$ cat src/rtl/ridx_pkg.sv
package ridx_pkg;
  localparam logic [7:0] OFF_SEL  = 8'h00;
  localparam logic [7:0] OFF_WIN  = 8'h10;
  localparam logic [7:0] SEL_ID   = 8'h00;
  localparam logic [7:0] SEL_VER  = 8'h01;
  localparam logic [7:0] SEL_ARB  = 8'h02;
  localparam logic [7:0] SEL_ENT0 = 8'h10;
  localparam logic [7:0] VER_CODE = 8'h11;
  localparam int unsigned ID_LSB  = 24;
  localparam int unsigned ID_W    = 4;
  localparam int unsigned MASK_BIT = 16;
  localparam logic [63:0] ENT_RST = 64'(1) << MASK_BIT;

  typedef enum logic [2:0] {
    TGT_NONE, TGT_SEL, TGT_ID, TGT_VER, TGT_ARB, TGT_ENT
  } tgt_e;
endpackage

$ cat src/rtl/ridx_decode.sv
module ridx_decode
  import ridx_pkg::*;
#(
  parameter int unsigned N_ENT = 24,
  parameter int unsigned IDX_W = $clog2(N_ENT)
) (
  input  logic [7:0]       off_i,
  input  logic [7:0]       sel_i,
  output tgt_e             tgt_o,
  output logic [IDX_W-1:0] idx_o,
  output logic             hi_o
);
  logic [7:0] rel;
  logic [6:0] pair;
  logic       ent_ok;

  assign rel    = sel_i - SEL_ENT0;
  assign pair   = rel[7:1];
  assign ent_ok = (sel_i >= SEL_ENT0) && (32'(pair) < N_ENT);
  assign idx_o  = pair[IDX_W-1:0];
  assign hi_o   = rel[0];

  always_comb begin
    tgt_o = TGT_NONE;
    if (off_i == OFF_SEL) begin
      tgt_o = TGT_SEL;
    end else if (off_i == OFF_WIN) begin
      case (sel_i)
        SEL_ID:  tgt_o = TGT_ID;
        SEL_VER: tgt_o = TGT_VER;
        SEL_ARB: tgt_o = TGT_ARB;
        default: tgt_o = ent_ok ? TGT_ENT : TGT_NONE;
      endcase
    end
  end
endmodule

$ cat src/rtl/ridx_entry_bank.sv
module ridx_entry_bank
  import ridx_pkg::*;
#(
  parameter int unsigned N_ENT = 24,
  parameter int unsigned IDX_W = $clog2(N_ENT)
) (
  input  logic               clk_i,
  input  logic               rst_ni,
  input  logic               wr_i,
  input  logic [IDX_W-1:0]   idx_i,
  input  logic               hi_i,
  input  logic [31:0]        wdata_i,
  output logic [31:0]        rd_half_o,
  output logic [64*N_ENT-1:0] tbl_o
);
  logic [63:0] ent_q [N_ENT];

  for (genvar g = 0; g < N_ENT; g++) begin : g_ent
    always_ff @(posedge clk_i or negedge rst_ni) begin
      if (!rst_ni) begin
        ent_q[g] <= ENT_RST;
      end else if (wr_i && idx_i == IDX_W'(g)) begin
        if (hi_i) ent_q[g][63:32] <= wdata_i;
        else      ent_q[g][31:0]  <= wdata_i;
      end
    end
    assign tbl_o[64*g +: 64] = ent_q[g];
  end

  logic [63:0] rd_ent;
  always_comb begin
    rd_ent = '0;
    for (int i = 0; i < N_ENT; i++) begin
      if (idx_i == IDX_W'(i)) rd_ent = ent_q[i];
    end
  end
  assign rd_half_o = hi_i ? rd_ent[63:32] : rd_ent[31:0];
endmodule

$ cat src/rtl/ridx_window.sv
module ridx_window
  import ridx_pkg::*;
#(
  parameter int unsigned N_ENT = 24,
  parameter int unsigned IDX_W = $clog2(N_ENT)
) (
  input  logic                clk_i,
  input  logic                rst_ni,
  input  logic                req_i,
  input  logic                we_i,
  input  logic [7:0]          addr_i,
  input  logic [31:0]         wdata_i,
  output logic [31:0]         rdata_o,
  output logic                rvalid_o,
  output logic [64*N_ENT-1:0] ent_tbl_o,
  output logic                upd_o,
  output logic [IDX_W-1:0]    upd_idx_o
);
  localparam logic [31:0] VER_WORD = {8'h00, 8'(N_ENT - 1), 8'h00, VER_CODE};

  logic [7:0]      sel_q;
  logic [ID_W-1:0] id_q;
  tgt_e            tgt;
  logic [IDX_W-1:0] idx;
  logic            hi;
  logic [31:0]     half_rd;
  logic [31:0]     rd_mux;
  logic            wr, rd, ent_wr;

  assign wr     = req_i && we_i;
  assign rd     = req_i && !we_i;
  assign ent_wr = wr && (tgt == TGT_ENT);

  ridx_decode #(.N_ENT(N_ENT), .IDX_W(IDX_W)) u_dec (
    .off_i (addr_i),
    .sel_i (sel_q),
    .tgt_o (tgt),
    .idx_o (idx),
    .hi_o  (hi)
  );

  ridx_entry_bank #(.N_ENT(N_ENT), .IDX_W(IDX_W)) u_bank (
    .clk_i     (clk_i),
    .rst_ni    (rst_ni),
    .wr_i      (ent_wr),
    .idx_i     (idx),
    .hi_i      (hi),
    .wdata_i   (wdata_i),
    .rd_half_o (half_rd),
    .tbl_o     (ent_tbl_o)
  );

  always_ff @(posedge clk_i or negedge rst_ni) begin
    if (!rst_ni) begin
      sel_q <= '0;
      id_q  <= '0;
    end else if (wr) begin
      if (tgt == TGT_SEL) sel_q <= wdata_i[7:0];
      if (tgt == TGT_ID)  id_q  <= wdata_i[ID_LSB +: ID_W];
    end
  end

  always_comb begin
    case (tgt)
      TGT_SEL: rd_mux = {24'h0, sel_q};
      TGT_ID:  rd_mux = 32'(id_q) << ID_LSB;
      TGT_VER: rd_mux = VER_WORD;
      TGT_ENT: rd_mux = half_rd;
      default: rd_mux = '0;
    endcase
  end

  always_ff @(posedge clk_i or negedge rst_ni) begin
    if (!rst_ni) begin
      rdata_o   <= '0;
      rvalid_o  <= 1'b0;
      upd_o     <= 1'b0;
      upd_idx_o <= '0;
    end else begin
      rvalid_o <= rd;
      rdata_o  <= rd ? rd_mux : '0;
      upd_o    <= ent_wr;
      if (ent_wr) upd_idx_o <= idx;
    end
  end
endmodule

$ cat config.mk
export PLATFORM = sky130hd
export DESIGN_NAME = ridx_window
export DESIGN_NICKNAME = d
export VERILOG_FILES = /design/src/rtl/ridx_pkg.sv /design/src/rtl/ridx_decode.sv /design/src/rtl/ridx_entry_bank.sv /design/src/rtl/ridx_window.sv
export SDC_FILE = /design/constraint.sdc
export NUM_CORES = 2
export LEC_CHECK = 0
export BUFFER_PORTS_ARGS = -buffer_cell sky130_fd_sc_hd__buf_2
export CAP_MARGIN = 30
export CORE_AREA = 2 2 630 632
export CTS_CLUSTER_DIAMETER = 200
export DETAILED_ROUTE_END_ITERATION = 8
export DIE_AREA = 0 0 632 634
export PLACE_DENSITY = 0.33
export SETUP_SLACK_MARGIN = 0.2
export SLEW_MARGIN = 15
export SYNTH_ARGS = -nofsm -noshare
export SYNTH_HDL_FRONTEND = slang
export SYNTH_HIERARCHICAL = 1
export SYNTH_SLANG_ARGS = --single-unit
$ cat constraint.sdc
create_clock -name clk_i -period 10.8 [get_ports clk_i]
set_input_delay 2.16 -clock clk_i [delete_from_list [all_inputs] [get_ports clk_i]]
set_output_delay 2.16 -clock clk_i [all_outputs]
set_load 0.1 [all_outputs]
==> impl_metrics.py <==
metrics = {
    "hold_path": {
        "whs_endpoint": "id_q[2]",
        "hp-class": "flop to flop",
        "hp-start": "id_q[2]",
        "holdPathStages": 1,
    },
    "timing": {
        "max_slew_margin_pct": -1.666,
        "setup_viol": 0,
        "period_minus_slack_ns": 7.008,
        "timing.final.crit_share_pct": 64.89,
        "hold_violations": 0,
        "setup_tns_ns": 0,
        "skew_ns": 0.08665,
        "fin_hold_ws_ns": 0.5131,
        "fmax_mhz": 142.7,
        "tightest_slew_ns": 1.525,
        "rsz0062_at_grt": "false",
        "finalMaxSlewViolations": 1,
    },
    "cells_and_area": {
        "utilization_pct": 24.43,
        "fin_nets": 7482,
        "final_cells": 12923,
        "fillers": 42224,
        "final_common_cell": "buf_2",
        "final_cell_mix": "buf_2, dfrtp_1, mux2_2",
        "drive_above_1_share_pct": 54.00,
        "area_growth_syn_to_layout_pct": 32.52,
    },
    "synth": {
        "yosysSeqAreaShare_pct": 54.68,
        "netlist_area_um2": 72680,
        "synth_seq_cells": 1587,
        "ys.flop_type": "dfrtp_1",
        "yosys_warnings": 6,
        "synth-edff-count": 0,
        "synth_area_per_cell_um2": 12.57,
        "ys_async_sr_fraction_pct": 100.0,
        "syn_nets": 5826,
        "synth_cell_types": 99,
        "synthCells": 5780,
    },
    "grt": {
        "grt_pass1_vias": 63661,
        "grt_pass1_wl_um": 823900,
        "grt_max_degree": 167,
        "antenna_found_initial": 129,
        "grt-ovfl-total": 0,
        "track_usage_pct": 32.29,
    },
    "clock_tree": {
        "cts_tree": "done",
        "numClockSinks": 1587,
        "clkLatencyLatePin_ns": 0.97,
        "post_cts_resized": 0,
        "cts_buffers": 213,
        "clk_pin_slew_ns": 0.06,
        "holdBufCountCts": 0,
        "cts_root_buf": "clkbuf_16",
        "h-tree-depth": 4,
        "clockBufferDepth": 4,
        "post_cts_buffers": 0,
    },
    "die": {
        "core-area_um2": 394200,
        "die_h_um": 634,
        "die_area_um2": 400700,
        "die_w_um": 632,
        "initial_utilization_pct": 18.44,
        "io_pins": 1619,
        "rows": 231,
    },
    "outcome": {
        "status": "complete, but fails checks",
        "violations": "slew limit",
    },
    "run": {
        "maxCapViolCount": 0,
    },
    "setup_path": {
        "critPathRequiredTime_ns": 11.61,
        "cp-start-kind": "input pin",
        "path_max_fanout": 29,
        "r2r_start": "sel_q[4]",
        "cp.arrival_ns": 7.82,
        "reg2regPathDepth": 14,
        "crit_type": "input pin to flop",
        "critPathCaptureType": "flop",
        "r2r_end": "rdata_o[27]",
        "rrSetupSlack_ns": 4.22,
    },
    "route": {
        "drc": 0,
        "dr.pass1.iters": 5,
        "route.vias.total": 65352,
        "drt-initial-drc-count": 7472,
        "wire_per_inst_um": 51.82,
        "vias_per_cell": 5.057,
        "wl_um": 669700,
        "antenna_left": 0,
    },
    "placement": {
        "portBuffers": 1618,
        "gp_congestion": 0.8845,
        "place_inst": 12456,
        "hpwl_um": 507200,
    },
    "power": {
        "powerDensity_nw_per_um2": 149.0,
        "ir_drop_mv": 0.1325,
        "leakage_nw": 49.14,
    },
}
metal layers:
layer	global-route usage [%]	routed length, µm	vias up
met1	38.37	257200	35931
met5	0	162	-
met3	7.427	50610	804
met2	54.40	321600	3686
met4	16.46	40180	20
li1	-	-	24911
registers in the layout, summed over array words and instances, names as in the netlist:
name and cells:
u_bank/tbl_o 1536, rdata_o 32, sel_q 8, upd_idx_o 5
id_q 4, rvalid_o 1, upd_o 1
layout make-up:
type	count	area [µm²]	area share (%)
inverter	21	88.84	0.09223
clock inverter	76	1126	1.169
tap	5242	6559	6.810
multi-input combinational	3610	31010	32.19
sequential	1587	39760	41.28
clock buffer	311	6128	6.363
timing repair buffer	2003	11470	11.90
antenna	73	182.7	0.1897
worst max-delay path by stage:
| stage | slack [ns] | startpoint | end |
|---|---|---|---|
| 2_1_floorplan | 5.76 | addr_i[2] | u_bank/tbl_o[588] |
| 3_3_place_gp | 2.91 | addr_i[2] | u_bank/tbl_o[871] |
| 3_5_place_dp | 2.94 | addr_i[2] | u_bank/tbl_o[112] |
| 4_1_cts | 3.95 | addr_i[2] | u_bank/tbl_o[104] |
| 5_1_grt | 3.86 | sel_q[4] | rdata_o[25] |
| 6_report | 3.79 | addr_i[2] | u_bank/tbl_o[125] |
cells in the mapped netlist, drive strengths merged (41+ instances only):
cell type	number	area, µm²
a221oi	58	514.2
nand3	51	260.3
clkbuf	241	904.6
a211oi	41	307.8
a22oi	158	1186
a21oi	279	1396
o21ai	227	1144
mux2	1561	17580
buf	321	1715
nand2	199	759.5
dfrtp	1563	39110
mux2i	61	610.6
nor2	252	1021
o22ai	130	819.5
nor3	75	390.4
stage by stage:
| stage | power [mW] | setup slack (ns) | instance area (µm²) |
|---|---|---|---|
| after floorplan | 6.238 | 5.761 | 72680 |
| after global placement | 6.828 | 2.908 | 88290 |
| after detailed placement | 6.831 | 2.938 | 88780 |
| after CTS | 14.51 | 3.953 | 96030 |
| after global routing | 14.70 | 3.863 | 96240 |
| final | 14.35 | 3.792 | 96310 |
worst max-delay path, stage by stage:
cell,delay [ns]
buf_2,0.10
nor4_1,0.86
nand2_1,0.16
a311oi_2,0.54
and3b_2,0.29
buf_4,0.36
and3_1,0.79
nand2_4,0.39
buf_4,0.46
nor3_2,0.34
buf_4,0.68
mux2_2,0.41
power breakdown:
group          switching [mW]  internal (mW)  total, mW
clock                    3.22           4.41       7.63
sequential            0.00778           5.95       5.96
combinational           0.664          0.100      0.764
total                    3.89           10.5       14.3
kinds of logic (layout without fill, tap and decap cells):
logic type	after synthesis	after routing	share of synthesized area [%]
muxes	1628	1628	25.21
adders and majority gates	2	2	0.03442
buffers and inverters	583	2411	3.713
AOI/OAI and AO/OA	1220	1220	11.17
and+or+nand+nor	760	760	5.192
DFF	1587	1587	54.68
other	0	73	0
Power figures use the tool's default switching activity.
